**config.mk**
```make
export PLATFORM = sky130hd
export DESIGN_NAME = i2c_regpair_target
export DESIGN_NICKNAME = d
export VERILOG_FILES = /design/src/rtl/i2c_rp_pkg.sv /design/src/rtl/i2c_rp_sync.sv /design/src/rtl/i2c_rp_engine.sv /design/src/rtl/i2c_rp_regs.sv /design/src/rtl/i2c_regpair_target.sv
export SDC_FILE = /design/constraint.sdc
export NUM_CORES = 1
export LEC_CHECK = 0
export ABC_AREA = 1
export BUFFER_PORTS_ARGS = -buffer_cell sky130_fd_sc_hd__buf_2
export CAP_MARGIN = 20
export CORE_UTILIZATION = 55
export CTS_CLUSTER_DIAMETER = 80
export DETAILED_ROUTE_END_ITERATION = 10
export PLACE_DENSITY_LB_ADDON = 0.12
export RECOVER_POWER = 100
export SLEW_MARGIN = 20
export SYNTH_ARGS = -nofsm -noshare
export SYNTH_HDL_FRONTEND = slang
export SYNTH_HIERARCHICAL = 1
export SYNTH_SLANG_ARGS = --single-unit
```
**constraint.sdc**
```tcl
create_clock -name clk -period 2.3 [get_ports clk]
set_input_delay 0.46 -clock clk [delete_from_list [all_inputs] [get_ports clk]]
set_output_delay 0.46 -clock clk [all_outputs]
set_load 0.005 [all_outputs]
```
**src/rtl/i2c_rp_pkg.sv**
```systemverilog
package i2c_rp_pkg;
  typedef enum logic [2:0] {ST_IDLE, ST_RX, ST_ACK, ST_TX, ST_MACK} rp_state_e;
  typedef enum logic [1:0] {K_ADDR, K_PTR, K_DATA} rp_kind_e;
  localparam logic [7:0] PTR_STATUS = 8'h00;
  localparam logic [7:0] PTR_CTRL   = 8'h01;
endpackage

```
**src/rtl/i2c_rp_sync.sv**
```systemverilog
module i2c_rp_sync #(
  parameter int STAGES = 2
) (
  input  logic clk,
  input  logic rst,
  input  logic scl_in,
  input  logic sda_in,
  output logic scl_s,
  output logic sda_s,
  output logic scl_rise,
  output logic scl_fall,
  output logic start_det,
  output logic stop_det
);
  logic [STAGES-1:0] scl_pipe, sda_pipe;
  logic scl_d, sda_d;

  always_ff @(posedge clk) begin
    if (rst) begin
      scl_pipe <= '1;
      sda_pipe <= '1;
      scl_d    <= 1'b1;
      sda_d    <= 1'b1;
    end else begin
      scl_pipe <= {scl_pipe[STAGES-2:0], scl_in};
      sda_pipe <= {sda_pipe[STAGES-2:0], sda_in};
      scl_d    <= scl_pipe[STAGES-1];
      sda_d    <= sda_pipe[STAGES-1];
    end
  end

  assign scl_s     = scl_pipe[STAGES-1];
  assign sda_s     = sda_pipe[STAGES-1];
  assign scl_rise  = scl_s & ~scl_d;
  assign scl_fall  = ~scl_s & scl_d;
  assign start_det = scl_s & scl_d & sda_d & ~sda_s;
  assign stop_det  = scl_s & scl_d & ~sda_d & sda_s;
endmodule

```
**src/rtl/i2c_rp_engine.sv**
```systemverilog
module i2c_rp_engine
  import i2c_rp_pkg::*;
#(
  parameter logic [6:0] ADDR_BASE = 7'b0001000,
  parameter int CTRL_W = 4
) (
  input  logic              clk,
  input  logic              rst,
  input  logic              uvlo,
  input  logic              addr_sel,
  input  logic              scl_s,
  input  logic              sda_s,
  input  logic              scl_rise,
  input  logic              scl_fall,
  input  logic              start_det,
  input  logic              stop_det,
  input  logic [7:0]        rd_data,
  output logic [7:0]        ptr,
  output logic              rd_req,
  output logic              wr_en,
  output logic [CTRL_W-1:0] wr_data,
  output logic              sda_oe
);
  rp_state_e  state;
  rp_kind_e   kind;
  logic [3:0] bitcnt;
  logic [7:0] rxsh, txsh;
  logic       rd_mode;
  logic [6:0] my_addr;

  assign my_addr = {ADDR_BASE[6:1], addr_sel};

  always_ff @(posedge clk) begin
    if (rst) begin
      state <= ST_IDLE; kind <= K_ADDR; bitcnt <= '0; rxsh <= '0; txsh <= '0;
      sda_oe <= 1'b0; rd_mode <= 1'b0; ptr <= PTR_STATUS;
      wr_en <= 1'b0; wr_data <= '0; rd_req <= 1'b0;
    end else begin
      wr_en  <= 1'b0;
      rd_req <= 1'b0;
      if (uvlo) begin
        state <= ST_IDLE; sda_oe <= 1'b0;
      end else if (start_det) begin
        state <= ST_RX; kind <= K_ADDR; bitcnt <= '0; sda_oe <= 1'b0;
      end else if (stop_det) begin
        state <= ST_IDLE; sda_oe <= 1'b0;
      end else begin
        case (state)
          ST_RX: begin
            if (scl_rise) begin
              rxsh   <= {rxsh[6:0], sda_s};
              bitcnt <= bitcnt + 4'd1;
            end else if (scl_fall && bitcnt == 4'd8) begin
              bitcnt <= '0;
              case (kind)
                K_ADDR: begin
                  if (rxsh[7:1] == my_addr) begin
                    rd_mode <= rxsh[0]; sda_oe <= 1'b1; state <= ST_ACK;
                  end else begin
                    state <= ST_IDLE;
                  end
                end
                K_PTR: begin
                  ptr <= rxsh; sda_oe <= 1'b1; state <= ST_ACK;
                end
                default: begin
                  if (ptr == PTR_CTRL) begin
                    wr_en <= 1'b1; wr_data <= rxsh[CTRL_W-1:0];
                  end
                  sda_oe <= 1'b1; state <= ST_ACK;
                end
              endcase
            end
          end
          ST_ACK: begin
            if (scl_fall) begin
              if (rd_mode && kind == K_ADDR) begin
                txsh <= rd_data; sda_oe <= ~rd_data[7]; rd_req <= 1'b1;
                bitcnt <= '0; state <= ST_TX;
              end else begin
                sda_oe <= 1'b0; state <= ST_RX;
                kind <= (kind == K_ADDR) ? K_PTR : K_DATA;
              end
            end
          end
          ST_TX: begin
            if (scl_fall) begin
              if (bitcnt == 4'd7) begin
                sda_oe <= 1'b0; state <= ST_MACK;
              end else begin
                txsh   <= {txsh[6:0], 1'b0};
                sda_oe <= ~txsh[6];
                bitcnt <= bitcnt + 4'd1;
              end
            end
          end
          ST_MACK: begin
            if (scl_rise) begin
              if (!sda_s) ptr <= (ptr == PTR_STATUS) ? PTR_CTRL : PTR_STATUS;
              else        state <= ST_IDLE;
            end else if (scl_fall) begin
              txsh <= rd_data; sda_oe <= ~rd_data[7]; rd_req <= 1'b1;
              bitcnt <= '0; state <= ST_TX;
            end
          end
          default: ;
        endcase
      end
    end
  end

  // no pull on SDA in the cycle after undervoltage was seen
  assert_uvlo_quiet_R9: assert property (@(posedge clk) disable iff (rst)
    $past(uvlo) |-> !sda_oe);

  // the pull on SDA only toggles while the synchronized SCL was low
  assert_sda_on_scl_low_R2: assert property (@(posedge clk) disable iff (rst)
    (!$stable(sda_oe) && !$past(uvlo) && !$past(rst)) |-> !$past(scl_s));
endmodule

```
**src/rtl/i2c_rp_regs.sv**
```systemverilog
module i2c_rp_regs
  import i2c_rp_pkg::*;
#(
  parameter int STAT_W = 5,
  parameter int CTRL_W = 4
) (
  input  logic              clk,
  input  logic              rst,
  input  logic              uvlo,
  input  logic              wr_en,
  input  logic [CTRL_W-1:0] wr_data,
  input  logic [7:0]        rd_ptr,
  input  logic              rd_req,
  input  logic [STAT_W-1:0] status_in,
  output logic [7:0]        rd_data,
  output logic [CTRL_W-1:0] ctrl_q,
  output logic              status_rd_strobe
);
  always_ff @(posedge clk) begin
    if (rst || uvlo)  ctrl_q <= '0;
    else if (wr_en)   ctrl_q <= wr_data;
  end

  always_ff @(posedge clk) begin
    if (rst) status_rd_strobe <= 1'b0;
    else     status_rd_strobe <= rd_req && (rd_ptr == PTR_STATUS);
  end

  always_comb begin
    case (rd_ptr)
      PTR_STATUS: rd_data = 8'(status_in);
      PTR_CTRL:   rd_data = 8'(ctrl_q);
      default:    rd_data = 8'h00;
    endcase
  end

  // control byte reads zero after a cycle of undervoltage
  assert_ctrl_zero_R9: assert property (@(posedge clk) disable iff (rst)
    $past(uvlo) |-> (ctrl_q == '0));

  // without a write strobe from the engine the control byte keeps its value
  assert_ctrl_hold_R4: assert property (@(posedge clk) disable iff (rst)
    (!$past(wr_en) && !$past(uvlo)) |-> $stable(ctrl_q));

  // the status fetch strobe never lasts two cycles
  assert_strobe_pulse_R8: assert property (@(posedge clk) disable iff (rst)
    status_rd_strobe |=> !status_rd_strobe);
endmodule

```
**src/rtl/i2c_regpair_target.sv**
```systemverilog
module i2c_regpair_target #(
  parameter logic [6:0] ADDR_BASE   = 7'b0001000,
  parameter int         SYNC_STAGES = 2,
  parameter int         STAT_W      = 5,
  parameter int         LVL_W       = 3
) (
  input  logic              clk,
  input  logic              rst,
  input  logic              scl_in,
  input  logic              sda_in,
  output logic              sda_oe,
  input  logic              addr_sel,
  input  logic              uvlo,
  input  logic [STAT_W-1:0] status_in,
  output logic [LVL_W-1:0]  level_sel,
  output logic              comp_mode,
  output logic              status_rd_strobe
);
  localparam int CTRL_W = LVL_W + 1;

  logic scl_s, sda_s, scl_rise, scl_fall, start_det, stop_det;
  logic [7:0] ptr, rd_data;
  logic rd_req, wr_en;
  logic [CTRL_W-1:0] wr_data, ctrl_q;

  i2c_rp_sync #(.STAGES(SYNC_STAGES)) u_sync (
    .clk(clk), .rst(rst), .scl_in(scl_in), .sda_in(sda_in),
    .scl_s(scl_s), .sda_s(sda_s), .scl_rise(scl_rise), .scl_fall(scl_fall),
    .start_det(start_det), .stop_det(stop_det));

  i2c_rp_engine #(.ADDR_BASE(ADDR_BASE), .CTRL_W(CTRL_W)) u_engine (
    .clk(clk), .rst(rst), .uvlo(uvlo), .addr_sel(addr_sel),
    .scl_s(scl_s), .sda_s(sda_s), .scl_rise(scl_rise), .scl_fall(scl_fall),
    .start_det(start_det), .stop_det(stop_det), .rd_data(rd_data),
    .ptr(ptr), .rd_req(rd_req), .wr_en(wr_en), .wr_data(wr_data),
    .sda_oe(sda_oe));

  i2c_rp_regs #(.STAT_W(STAT_W), .CTRL_W(CTRL_W)) u_regs (
    .clk(clk), .rst(rst), .uvlo(uvlo), .wr_en(wr_en), .wr_data(wr_data),
    .rd_ptr(ptr), .rd_req(rd_req), .status_in(status_in),
    .rd_data(rd_data), .ctrl_q(ctrl_q), .status_rd_strobe(status_rd_strobe));

  assign level_sel = ctrl_q[LVL_W-1:0];
  assign comp_mode = ctrl_q[CTRL_W-1];
endmodule

```
==> key figures <==
Run status
  – Status: complete, no violations

Timing
  – Fin Setup TNS: 0 ns
  – Fmax: slightly below 500 MHz
  – Tcrit/Tclk final: between 80% and 90%
  – Worst relative slew slack: approximately 61%
  – Worst Skew: about 0.0077 ns
  – Final Critical Period: roughly 2 ns
  – Fin. Hold Viols: 0
  – RSZ-0062 raised after global routing: false
  – Slew Limit Fails: 0
  – Count of final setup violators: 0
  – Slew @ Worst Pin: about 0.59 ns

Critical path
  – Reg-to-Reg End: u_engine/txsh[3]$_SDFFE_PP0P_
  – Critical path's most frequent cell: nand2_1
  – WP data arrival: 2.26 ns
  – Critical Path Fanout Max: 14
  – R2r setup slk: about 0.25 ns
  – Critical path class: reg -> reg
  – FF-to-FF path depth: 11
  – Crit path to: u_engine/txsh[3]$_SDFFE_PP0P_
  – CP cell instances: inv_1 > nand2_1 > nor2_2 > nor2_1 > nand2_2 > inv_1 > o21ai_1 > nor3_4 > nand2_1 > nand2_1 > nor2_1
  – Crit. End Element: flop
  – Worst Setup SP: u_sync/sda_pipe[1]$_SDFF_PP1_
  – CP Launch Type: flop
  – Slowest library cell on the worst path: nor3_4
  – Reg2reg start: u_sync/sda_pipe[1]$_SDFF_PP1_
  – Crit path largest cell delay: ~0.48 ns
  – Crit path required time: ~2.5 ns

Synth
  – Ys async rst share: 0%
  – Simple-gate area share of the yosys netlist: approximately 37%
  – Sequential-to-total area share from yosys stat: 36.0%
  – Xor/xnor share of the synthesized area: less than 1%
  – Mux share of post-synthesis cell area: 0%
  – Synth Instances: roughly 440
  – Prevailing post-synth register cell: dfxtp_1
  – Post-Synth Adder-Cell Area: less than 1%
  – Seq cells post-synth: 51
  – Largest family of logic cells by synthesized area: simple AND/OR/NAND/NOR gates
  – Synth Cell Area: between 0.002 and 0.003 mm²
  – Synth warn: 6
  – Compound-Gate Fraction of Synth Area: between 10 and 15%
  – Netlist cell types: 38
  – EDFF count, synth: 0
  – Syn_area_per_cell: approximately 6.5 µm²

Placement
  – DP Area: approximately 0.0029 mm²
  – Hpwl dp: ~4600 µm
  – Number of port buffers: 16
  – Final GP Congestion: between 0.9 and 1
  – Placed cells: between 500 and 600

Global routing
  – Grt total ovfl: 0
  – First-pass GRT wire length: between 10,000 and 15,000 µm
  – Largest net degree at the start of global routing: 24
  – Initial antenna violation count: 0
  – Vias in the first global route: 2,568
  – GRT Overall Usage: about 25%

Routing
  – DRC: 0
  – First-pass DRT Iterations: 4
  – DR WL/cell: 11.6 µm
  – Vias per inst: about 5
  – DR iter-0 viols: around 180
  – Vias: about 2,700
  – ANT nets after route: 0
  – Total wire length: ~6100 µm

Layout
  – Final Non-Filler Cells: between 500 and 600
  – Final Cell Area: roughly 0.0030 mm²
  – Post-layout util: between 60 and 70%
  – Layout cells sized above 1: around 11%
  – Layout area overhead: 7.37%
  – Filler Cell Count: 482
  – Nets: about 470
  – # diodes: 0

Clock tree
  – Clock Tree Root: clkbuf_8
  – Clock sinks: slightly above 50
  – TritonCTS Buffers: 5
  – Max Root-Sink Buffers: 2
  – Clk_lat worst skew: 0.31 ns
  – Cts-stage hold buffer count: 0
  – CTS tree: built
  – # H-tree levels: 2
  – Clock-pin transition on the worst setup and hold timing paths: around 0.10 ns

Pwr
  – Worst-case vdd ir drop: a little over 0.0004 V
  – Pwr Density: 600 mW/mm²
  – Total power: around 1.8 mW
  – Leak: around 1.5 nW

Job
  – Max Cap Viol: 0

Die
  – I/O pin count: 17
  – Core region area: 0.00485 mm²
  – Die ar.: ~0.0054 mm²
  – Die Ht: around 74 µm
  – Die W: 73.8 µm
  – Rows: 25
  – Initial core utilization: 58.5%

Worst hold path
  – Class of the worst hold path: in -> reg
-- per-layer routing --
metal,part of all wire (%),global-route usage (%),wire [µm],vias up
met5,0,0,0,-
met4,3.1,13.7,188,0
met3,4.9,5.21,299,20
met2,45,41.8,2700,88
met1,47,29.4,2870,1155
li1,-,-,-,1402
-- registers in the layout, summed over array words and instances, names as in the netlist, 2 cells and up --
name / flops
u_engine/bitcnt: 4
u_engine/kind: 2
u_engine/ptr: 8
u_engine/rxsh: 8
u_engine/state: 3
u_engine/txsh: 7
u_engine/wr_data: 4
u_regs/ctrl_q: 4
u_sync/scl_pipe: 2
u_sync/sda_pipe: 2
-- cells in the final DEF (no fill, tap or decap), types with 10 or more instances in the layout --
cell type | netlist | layout
a21oi_1 | 30 | 30
buf_2 | 4 | 12
nand3_1 | 16 | 17
nand2_1 | 103 | 103
dfxtp_1 | 51 | 51
nor2_2 | 10 | 10
o21ai_0 | 24 | 24
nor2_1 | 72 | 73
inv_1 | 59 | 59
-- where the power goes --
group	total, mW	switching, mW	internal [mW]
Combinational	0.243	0.159	0.0834
Sequential	0.921	0.0163	0.905
Clock	0.664	0.306	0.358
Total	1.83	0.481	1.35
-- final cells by class --
class	count	area, µm²	area share, %
Tap cell	67	83.8	2.75
Sequential cell	51	1020	33.5
Timing Repair Buffer	19	95.1	3.12
Inverter	65	244	8.01
Clock inverter	2	38.8	1.27
Clock buffer	6	82.6	2.71
Multi-Input combinational cell	311	1480	48.6
-- logic make-up after synthesis --
kind of cell             after synthesis
AND/OR/NAND/NOR                      234
other                                  1
XOR/XNOR                               2
adder cells (fa/ha/maj)                2
flip-flops                            51
buffers and inverters                 77
AO/OA/AOI/OAI                         70
-- synth_stat cells (2+ instances only) --
library cell	count	area share, %
nand4_1	5	1.1
o21ai_1	2	0.35
o21ai_0	24	4.2
or2_1	5	1.1
nand2_4	2	0.79
dfxtp_1	51	36
a21oi_1	30	5.3
clkbuf_1	2	0.26
nor3_1	6	1.1
buf_2	4	0.71
nand2_2	4	0.88
nand2_1	103	14
xor2_1	2	0.62
o211ai_1	2	0.53
inv_2	6	0.79
nor4_1	2	0.44
a211oi_1	5	1.3
nor2_2	10	2.2
nand3_2	2	0.71
buf_6	2	0.79
inv_1	59	7.8
ha_1	2	0.88
nand3_1	16	2.8
nor2_1	72	9.5
buf_4	4	1.1
nor2_4	2	0.79
o22ai_1	2	0.44
-- per-stage QoR --
| stage | hold WS, ns | setup WS, ns |
|---|---|---|
| floorplan | 0.383 | 0.639 |
| global placement | 0.399 | 0.300 |
| detailed placement | 0.402 | 0.268 |
| CTS | 0.320 | 0.241 |
| global route | 0.324 | 0.0377 |
| finish | 0.322 | 0.253 |
-- critical path: cells and delay by family (launching register included) --
| family | cells | cell delay, ns |
|---|---|---|
| AND/OR/NAND/NOR | 8 | 1.28 |
| flip-flops | 1 | 0.38 |
| buffers and inverters | 2 | 0.17 |
| AO/OA/AOI/OAI | 1 | 0.11 |
-- worst min path at each step --
stage,startpoint,endpoint,slack (ns),cells after the start
final,scl_in,u_sync/scl_pipe[0]$_SDFF_PP1_,0.32,2
after floorplan,u_sync/scl_pipe[0]$_SDFF_PP1_,u_sync/scl_pipe[1]$_SDFF_PP1_,0.38,1
after global routing,scl_in,u_sync/scl_pipe[0]$_SDFF_PP1_,0.32,2
after global placement,u_sync/sda_pipe[0]$_SDFF_PP1_,u_sync/sda_pipe[1]$_SDFF_PP1_,0.40,1
after CTS,sda_in,u_sync/sda_pipe[0]$_SDFF_PP1_,0.32,2
after detailed placement,u_sync/sda_pipe[0]$_SDFF_PP1_,u_sync/sda_pipe[1]$_SDFF_PP1_,0.40,1
-- timing repair --
action	4_1_cts	5_1_grt
setup buffers	0	0
resized for setup	0	1
setup endpoints to repair	0	3
Note: power is estimated with default switching activity, not from simulation.
